`config.mk`:
```
export PLATFORM = sky130hd
export DESIGN_NAME = tcp_packer
export DESIGN_NICKNAME = d
export VERILOG_FILES = /design/src/rtl/tcp_pkg.sv /design/src/rtl/tcp_event_interleave.sv /design/src/rtl/tcp_cluster_asm.sv /design/src/rtl/tcp_word_out.sv /design/src/rtl/tcp_packer.sv
export SDC_FILE = /design/constraint.sdc
export NUM_CORES = 1
export LEC_CHECK = 0
export ABC_AREA = 1
export BUFFER_PORTS_ARGS = -buffer_cell sky130_fd_sc_hd__buf_2
export CORE_MARGIN = 5
export CORE_UTILIZATION = 35
export DETAILED_ROUTE_END_ITERATION = 12
export PLACE_DENSITY = 0.56
export SYNTH_ARGS = -nofsm -noshare
export SYNTH_HDL_FRONTEND = slang
export SYNTH_SLANG_ARGS = --single-unit
```
`constraint.sdc`:
```
create_clock -name clk -period 12.7 [get_ports clk]
set_input_delay 0.635 -clock clk [delete_from_list [all_inputs] [get_ports clk]]
set_output_delay 0.635 -clock clk [all_outputs]
set_load 0.005 [all_outputs]
```
`src/rtl/tcp_pkg.sv`:
```
package tcp_pkg;

    localparam int NCH       = 16;  // probe inputs
    localparam int WORD_W    = 16;  // memory word width
    localparam int TS_W      = 16;  // timestamp width
    localparam int EV_PER_CL = 7;   // events per cluster
    localparam int CL_WORDS  = EV_PER_CL + 1;
    localparam int CHUNK_LG  = 9;   // log2 of words per chunk
    localparam int CNT_W     = $clog2(CL_WORDS);

    typedef enum logic [1:0] {
        MODE_W16 = 2'b00,
        MODE_W8  = 2'b01,
        MODE_W4  = 2'b10,
        MODE_RSV = 2'b11
    } mode_e;

    // log2 of sub-samples per event
    function automatic logic [1:0] sub_shift(mode_e m);
        case (m)
            MODE_W8: return 2'd1;
            MODE_W4: return 2'd2;
            default: return 2'd0;
        endcase
    endfunction

    // active channel mask for a given sub-sample shift
    function automatic logic [NCH-1:0] chan_mask(logic [1:0] sh);
        case (sh)
            2'd1:    return NCH'(16'h00FF);
            2'd2:    return NCH'(16'h000F);
            default: return {NCH{1'b1}};
        endcase
    endfunction

    typedef struct packed {
        logic              done;  // event completed this cycle
        logic              rpt;   // all sub-samples repeat the last sample
        logic [WORD_W-1:0] word;  // interleaved event word
        logic [NCH-1:0]    last;  // final sub-sample, masked
    } event_t;

    typedef struct packed {
        logic [TS_W-1:0]                     ts;
        logic [EV_PER_CL-1:0][WORD_W-1:0]    ev;
    } cluster_t;

endpackage

```
`src/rtl/tcp_event_interleave.sv`:
```
module tcp_event_interleave
    import tcp_pkg::*;
(
    input  logic           clk,
    input  logic           rst,
    input  logic [1:0]     sh,
    input  logic           vld,
    input  logic           halt,
    input  logic [NCH-1:0] probe,
    input  logic [NCH-1:0] last_smp,
    output event_t         evt
);

    logic [1:0]        sub_q;
    logic [WORD_W-1:0] ev_q;
    logic              same_q;

    logic [WORD_W-1:0] ev_n;
    logic [NCH-1:0]    mask;
    logic              same_now;
    logic              acc;
    logic              fin;

    always_comb begin
        mask = chan_mask(sh);
        ev_n = ev_q;
        for (int l = 0; l < NCH; l++) begin
            if (l < (NCH >> sh))
                ev_n[(l << sh) + int'(sub_q)] = probe[l];
        end
        same_now = ((probe ^ last_smp) & mask) == '0;
        acc      = vld && !halt;
        fin      = acc && ({1'b0, sub_q} == ((3'd1 << sh) - 3'd1));
        evt.done = fin;
        evt.rpt  = same_q && same_now;
        evt.word = ev_n;
        evt.last = probe & mask;
    end

    always_ff @(posedge clk) begin
        if (rst) begin
            sub_q  <= '0;
            ev_q   <= '0;
            same_q <= 1'b1;
        end else if (halt) begin
            sub_q  <= '0;
            same_q <= 1'b1;
        end else if (fin) begin
            sub_q  <= '0;
            ev_q   <= '0;
            same_q <= 1'b1;
        end else if (acc) begin
            sub_q  <= sub_q + 2'd1;
            ev_q   <= ev_n;
            same_q <= same_q && same_now;
        end
    end

endmodule

```
`src/rtl/tcp_cluster_asm.sv`:
```
module tcp_cluster_asm
    import tcp_pkg::*;
(
    input  logic           clk,
    input  logic           rst,
    input  event_t         evt,
    input  logic           stop,
    output logic           halt,
    output logic [NCH-1:0] last_smp,
    output logic           ho_vld,
    output cluster_t       ho_cl,
    output logic           stopped
);

    logic [TS_W-1:0]                  tick_q;
    logic [TS_W-1:0]                  last_ts_q;
    logic [TS_W-1:0]                  ts_q;
    logic [CNT_W-1:0]                 cnt_q;
    logic [EV_PER_CL-1:0][WORD_W-1:0] evs_q;
    logic [WORD_W-1:0]                last_ev_q;
    logic [NCH-1:0]                   last_q;
    logic                             stopped_q;

    logic [TS_W-1:0] gap;
    logic            wrap_due;
    logic            take;
    logic            full;
    logic            flush;

    assign halt     = stopped_q || stop;
    assign last_smp = last_q;
    assign stopped  = stopped_q;

    always_comb begin
        gap      = tick_q - last_ts_q;
        wrap_due = &gap;
        take     = evt.done && ((cnt_q != '0) || !evt.rpt || wrap_due);
        full     = take && (cnt_q == CNT_W'(EV_PER_CL - 1));
        flush    = stop && !stopped_q && (cnt_q != '0);
        ho_vld   = full || flush;
        ho_cl.ts = ts_q;
        for (int i = 0; i < EV_PER_CL; i++) begin
            if (CNT_W'(i) < cnt_q)
                ho_cl.ev[i] = evs_q[i];
            else if (full)
                ho_cl.ev[i] = evt.word;
            else
                ho_cl.ev[i] = last_ev_q;
        end
    end

    always_ff @(posedge clk) begin
        if (rst) begin
            tick_q    <= '0;
            last_ts_q <= '0;
            ts_q      <= '0;
            cnt_q     <= '0;
            evs_q     <= '0;
            last_ev_q <= '0;
            last_q    <= '0;
            stopped_q <= 1'b0;
        end else begin
            if (evt.done)
                tick_q <= tick_q + 1'b1;
            if (take) begin
                if (cnt_q == '0) begin
                    ts_q      <= tick_q;
                    last_ts_q <= tick_q;
                end
                evs_q[cnt_q] <= evt.word;
                last_ev_q    <= evt.word;
                last_q       <= evt.last;
                cnt_q        <= full ? '0 : cnt_q + 1'b1;
            end
            if (stop && !stopped_q) begin
                stopped_q <= 1'b1;
                cnt_q     <= '0;
            end
        end
    end

endmodule

```
`src/rtl/tcp_word_out.sv`:
```
module tcp_word_out
    import tcp_pkg::*;
#(
    parameter int POS_W = 24
) (
    input  logic              clk,
    input  logic              rst,
    input  logic              ho_vld,
    input  cluster_t          ho_cl,
    input  logic              stopped,
    input  logic              out_ready,
    output logic [WORD_W-1:0] out_data,
    output logic              out_valid,
    output logic [POS_W-1:0]  pos,
    output logic              done
);

    logic [CL_WORDS-1:0][WORD_W-1:0] buf_q;
    logic                            busy_q;
    logic [CNT_W-1:0]                idx_q;
    logic [POS_W-1:0]                pos_q;
    logic                            fire;

    assign fire      = busy_q && out_ready;
    assign out_valid = busy_q;
    assign out_data  = buf_q[idx_q];
    assign pos       = pos_q;
    assign done      = stopped && !busy_q;

    always_ff @(posedge clk) begin
        if (rst) begin
            buf_q  <= '0;
            busy_q <= 1'b0;
            idx_q  <= '0;
            pos_q  <= '0;
        end else begin
            if (fire)
                pos_q <= pos_q + {{(POS_W-1){1'b0}}, 1'b1};
            if (ho_vld) begin
                buf_q[0] <= ho_cl.ts;
                for (int i = 0; i < EV_PER_CL; i++)
                    buf_q[i+1] <= ho_cl.ev[i];
                busy_q <= 1'b1;
                idx_q  <= '0;
            end else if (fire) begin
                idx_q <= idx_q + 1'b1;
                if (idx_q == CNT_W'(CL_WORDS - 1))
                    busy_q <= 1'b0;
            end
        end
    end

endmodule

```
`src/rtl/tcp_packer.sv`:
```
module tcp_packer
    import tcp_pkg::*;
#(
    parameter int POS_W = 24
) (
    input  logic                      clk,
    input  logic                      rst,
    input  logic [1:0]                mode_i,
    input  logic                      smp_vld_i,
    input  logic [15:0]               probe_i,
    input  logic                      stop_i,
    output logic [15:0]               out_data_o,
    output logic                      out_valid_o,
    input  logic                      out_ready_i,
    output logic [POS_W-CHUNK_LG-1:0] wr_chunk_o,
    output logic [CHUNK_LG-1:0]       wr_slot_o,
    output logic                      done_o
);

    logic [1:0]       mode_q;
    logic [1:0]       sh;
    event_t           evt;
    logic             halt;
    logic [NCH-1:0]   last_smp;
    logic             ho_vld;
    cluster_t         ho_cl;
    logic             stopped;
    logic [POS_W-1:0] pos;

    always_ff @(posedge clk) begin
        if (rst)
            mode_q <= mode_i;
    end

    assign sh = sub_shift(mode_e'(mode_q));

    tcp_event_interleave u_ilv (
        .clk      (clk),
        .rst      (rst),
        .sh       (sh),
        .vld      (smp_vld_i),
        .halt     (halt),
        .probe    (probe_i),
        .last_smp (last_smp),
        .evt      (evt)
    );

    tcp_cluster_asm u_asm (
        .clk      (clk),
        .rst      (rst),
        .evt      (evt),
        .stop     (stop_i),
        .halt     (halt),
        .last_smp (last_smp),
        .ho_vld   (ho_vld),
        .ho_cl    (ho_cl),
        .stopped  (stopped)
    );

    tcp_word_out #(.POS_W(POS_W)) u_out (
        .clk       (clk),
        .rst       (rst),
        .ho_vld    (ho_vld),
        .ho_cl     (ho_cl),
        .stopped   (stopped),
        .out_ready (out_ready_i),
        .out_data  (out_data_o),
        .out_valid (out_valid_o),
        .pos       (pos),
        .done      (done_o)
    );

    assign wr_chunk_o = pos[POS_W-1:CHUNK_LG];
    assign wr_slot_o  = pos[CHUNK_LG-1:0];

endmodule

```
==> results.sh <==
export IMPL_outcome="finished, final reports clean"
export IMPL_worstSetupPathType="reg -> reg"
export IMPL_cts_sinks=357
export IMPL_dp_final_hpwl_um=52400
export IMPL_wl_per_cell_um=18.1
export IMPL_setup_tns_ns=0
export IMPL_async_reset_ff_share_pct=0
export IMPL_htree_num_levels=2
export IMPL_r2r_end="u_out.buf_q[44]"
export IMPL_gp_congestion=0.969
export IMPL_layout_worst_path_cycle_share_pct=53.2
export IMPL_die_w_um=258
export IMPL_cts_resized=0
export IMPL_critPathRequiredTime_ns=13.18
export IMPL_syn_to_final_growth_pct=9.14
export IMPL_yosysTopAreaCell="dfxtp_1"
export IMPL_max_vdd_ir_drop_mv=0.0657
export IMPL_final_util_pct=38.4
export IMPL_hold_buffers=0
export IMPL_ys_ff_latch=357
export IMPL_yosys_warnings=0
export IMPL_grt_pass1_wl_um=118000
export IMPL_slew_headroom_pct=21.6
export IMPL_tightestPinTransition_ns=1.17
export IMPL_setup_worst_path_start_class="flop"
export IMPL_drv_cap=0
export IMPL_yosysUniqueCellTypes=53
export IMPL_row_count=91
export IMPL_clock_latency_ns=0.56
export IMPL_final_nets=3489
export IMPL_endpoint_kind="flop"
export IMPL_numPortBuffers=64
export IMPL_worst_path_largest_cell_delay_ns=0.84
export IMPL_final_max_slew_viol_count=0
export IMPL_antenna_found_initial=1
export IMPL_p_per_area_nw_per_um2=120
export IMPL_post_cts_buffers=0
export IMPL_overflow=0
export IMPL_whs_ns=0.316
export IMPL_layout_commonest_cell="nand2_1"
export IMPL_multi_input_area_um2=11800
export IMPL_clock_path_buffers=3
export IMPL_ant_nets=0
export IMPL_final_seq_area_um2=7170
export IMPL_crit_family="buffers and inverters"
export IMPL_whs_endpoint="mode_q[0]"
export IMPL_ys_top_cells_by_area="dfxtp_1 (33%), nand2_1 (10%), nor2_1 (9.4%)"
export IMPL_grt_usage_pct=21.9
export IMPL_numCtsBuffers=41
export IMPL_grt_setup_unrepaired="false"
export IMPL_synth_edf_count=2
export IMPL_ioPinCount=65
export IMPL_drc=0
export IMPL_firstDrtPassIters=6
export IMPL_leakage_nw=10.5
export IMPL_skew_ns=0.0270
export IMPL_hold_start="mode_i[0]"
export IMPL_p_total_w=0.00282
export IMPL_layout_common_cells="nand2_1 (583), nor2_1 (538), inv_1 (481), o21ai_0 (392), a21oi_1 (386)"
export IMPL_cp_max_fo=145
export IMPL_setup_slack_ns=5.95
export IMPL_drt_iter0_markers=2274
export IMPL_post_synth_instance_area_um2=21600
export IMPL_avgSynthCellArea_um2=6.22
export IMPL_path_buf_inv=7
export IMPL_core_area_um2=61400
export IMPL_synth_top_area_share_pct=33.0
export IMPL_hold_violations=0
export IMPL_cts_tree="done"
export IMPL_drive_gt1_share_pct=4.97
export IMPL_hold_path_class="in -> reg"
export IMPL_reg2reg_depth=17
export IMPL_syn_inst=3468
export IMPL_cts_root_buf="clkbuf_16"
export IMPL_cp_slowest_cell="buf_4"
export IMPL_setup_viol=0
export IMPL_arrival_ns=7.24
export IMPL_routed_wl_um=76800
export IMPL_period_minus_slack_ns=6.75
export IMPL_synth_nets=3537
export IMPL_vias=22400
export IMPL_die_y_um=258
export IMPL_ff2ff_setup_slack_ns=5.95
export IMPL_cp_common_cell="inv_1"
export IMPL_start_util_pct=35.1
export IMPL_clk_pin_slew_ns=0.06
export IMPL_timing_rr_start="mode_q[0]"
export IMPL_max_freq_mhz=148
export IMPL_min_path_cells=1
export IMPL_synth_seq_area_share_pct=33.2
export IMPL_grt_max_degree=146
export IMPL_pre_cts_ws_ns=6.06
export IMPL_crit_chain="inv_1, ha_1, inv_1, ha_1, ha_1, inv_1, nor3_1, nand2_1, inv_1, nand2_4, nor2_8, inv_4, nand2_8, inv_4, buf_4, nor2_1, a21oi_1"
export IMPL_synth_flop_cell="dfxtp_1"
export IMPL_vias_per_cell=5.28
export IMPL_dieArea_um2=66700
export IMPL_fill_cells=6693
export IMPL_grt_pass1_vias=20300
==> per-stage QoR <==
step | std cells | cell area (um^2)
floorplan | 3468 | 21600
CTS | 4233 | 23500
global route | 4234 | 23500
global placement | 4167 | 22300
detailed placement | 4167 | 22300
finish | 4234 | 23500
==> worst max path at each step <==
| stage | start | endpoint | slack [ns] | cells past startpoint |
|---|---|---|---|---|
| 2_1_floorplan | mode_q[0] | u_asm.evs_q[2] | 8.66 | 27 |
| 3_3_place_gp | mode_q[0] | u_out.buf_q[110] | 6.28 | 17 |
| 3_5_place_dp | mode_q[0] | u_out.buf_q[44] | 6.06 | 17 |
| 4_1_cts | mode_q[0] | u_out.buf_q[44] | 6.06 | 17 |
| 5_1_grt | mode_q[0] | u_out.buf_q[91] | 5.51 | 17 |
| 6_report | mode_q[0] | u_out.buf_q[44] | 5.95 | 17 |
==> cells in the mapped netlist, drive strengths merged, types with 32 or more instances <==
master / count
nor3: 43
nand3: 181
a31oi: 57
dfxtp: 355
buf: 65
o21ai: 446
clkbuf: 106
xor2: 32
ha: 42
inv: 488
nor2: 545
nand2: 590
a21oi: 388
==> metal layers <==
layer / share of wire [%] / routed length [um] / global-route usage [%] / up-vias
met4: 2.1 / 1610 / 5.21 / 0
li1: - / - / - / 11200
met3: 5.9 / 4550 / 2.34 / 120
met5: 0 / 0 / 0 / -
met2: 45 / 34400 / 35.4 / 712
met1: 47 / 36300 / 31.7 / 10300
==> kinds of logic (layout without fill, tap and decap cells) <==
logic type	after synthesis	after routing	share of synthesized area [%]
flip-flops	357	357	33.2
other	0	1	0
XOR/XNOR	41	41	1.70
AND/OR/NAND/NOR	1392	1392	26.4
AO/OA/AOI/OAI	968	968	23.7
adder cells (fa/ha/maj)	46	46	2.81
buffers and inverters	664	639	12.2
==> layout make-up <==
cell class / instances / share of cell area (%)
Antenna cell: 1 / 0.0106
Multi-Input combinational cell: 2447 / 50.1
Timing Repair Buffer: 80 / 1.88
Clock inverter: 8 / 0.319
Inverter: 493 / 7.90
Clock buffer: 58 / 5.11
Sequential cell: 357 / 30.5
Tap cell: 790 / 4.20
==> power breakdown <==
group	switching (W)	leakage [nW]	internal (W)
clock	0.000478	0.628	0.000675
combinational	0.000384	6.96	0.000121
sequential	0.0000146	2.89	0.00115
==> sequential cells by signal, indices dropped and copies added, names as in the netlist <==
signal	flops
u_ilv.sub_q	2
u_asm.evs_q	112
mode_q	2
u_out.pos	24
u_out.out_valid	1
u_asm.cnt_q	3
u_ilv.ev_q	16
u_out.idx_q	3
u_asm.ts_q	16
u_asm.last_smp	16
u_asm.last_ev_q	16
u_asm.tick_q	16
u_out.buf_q	128
u_ilv.same_q	1
u_asm.stopped	1
Power figures use the tool's default switching activity.
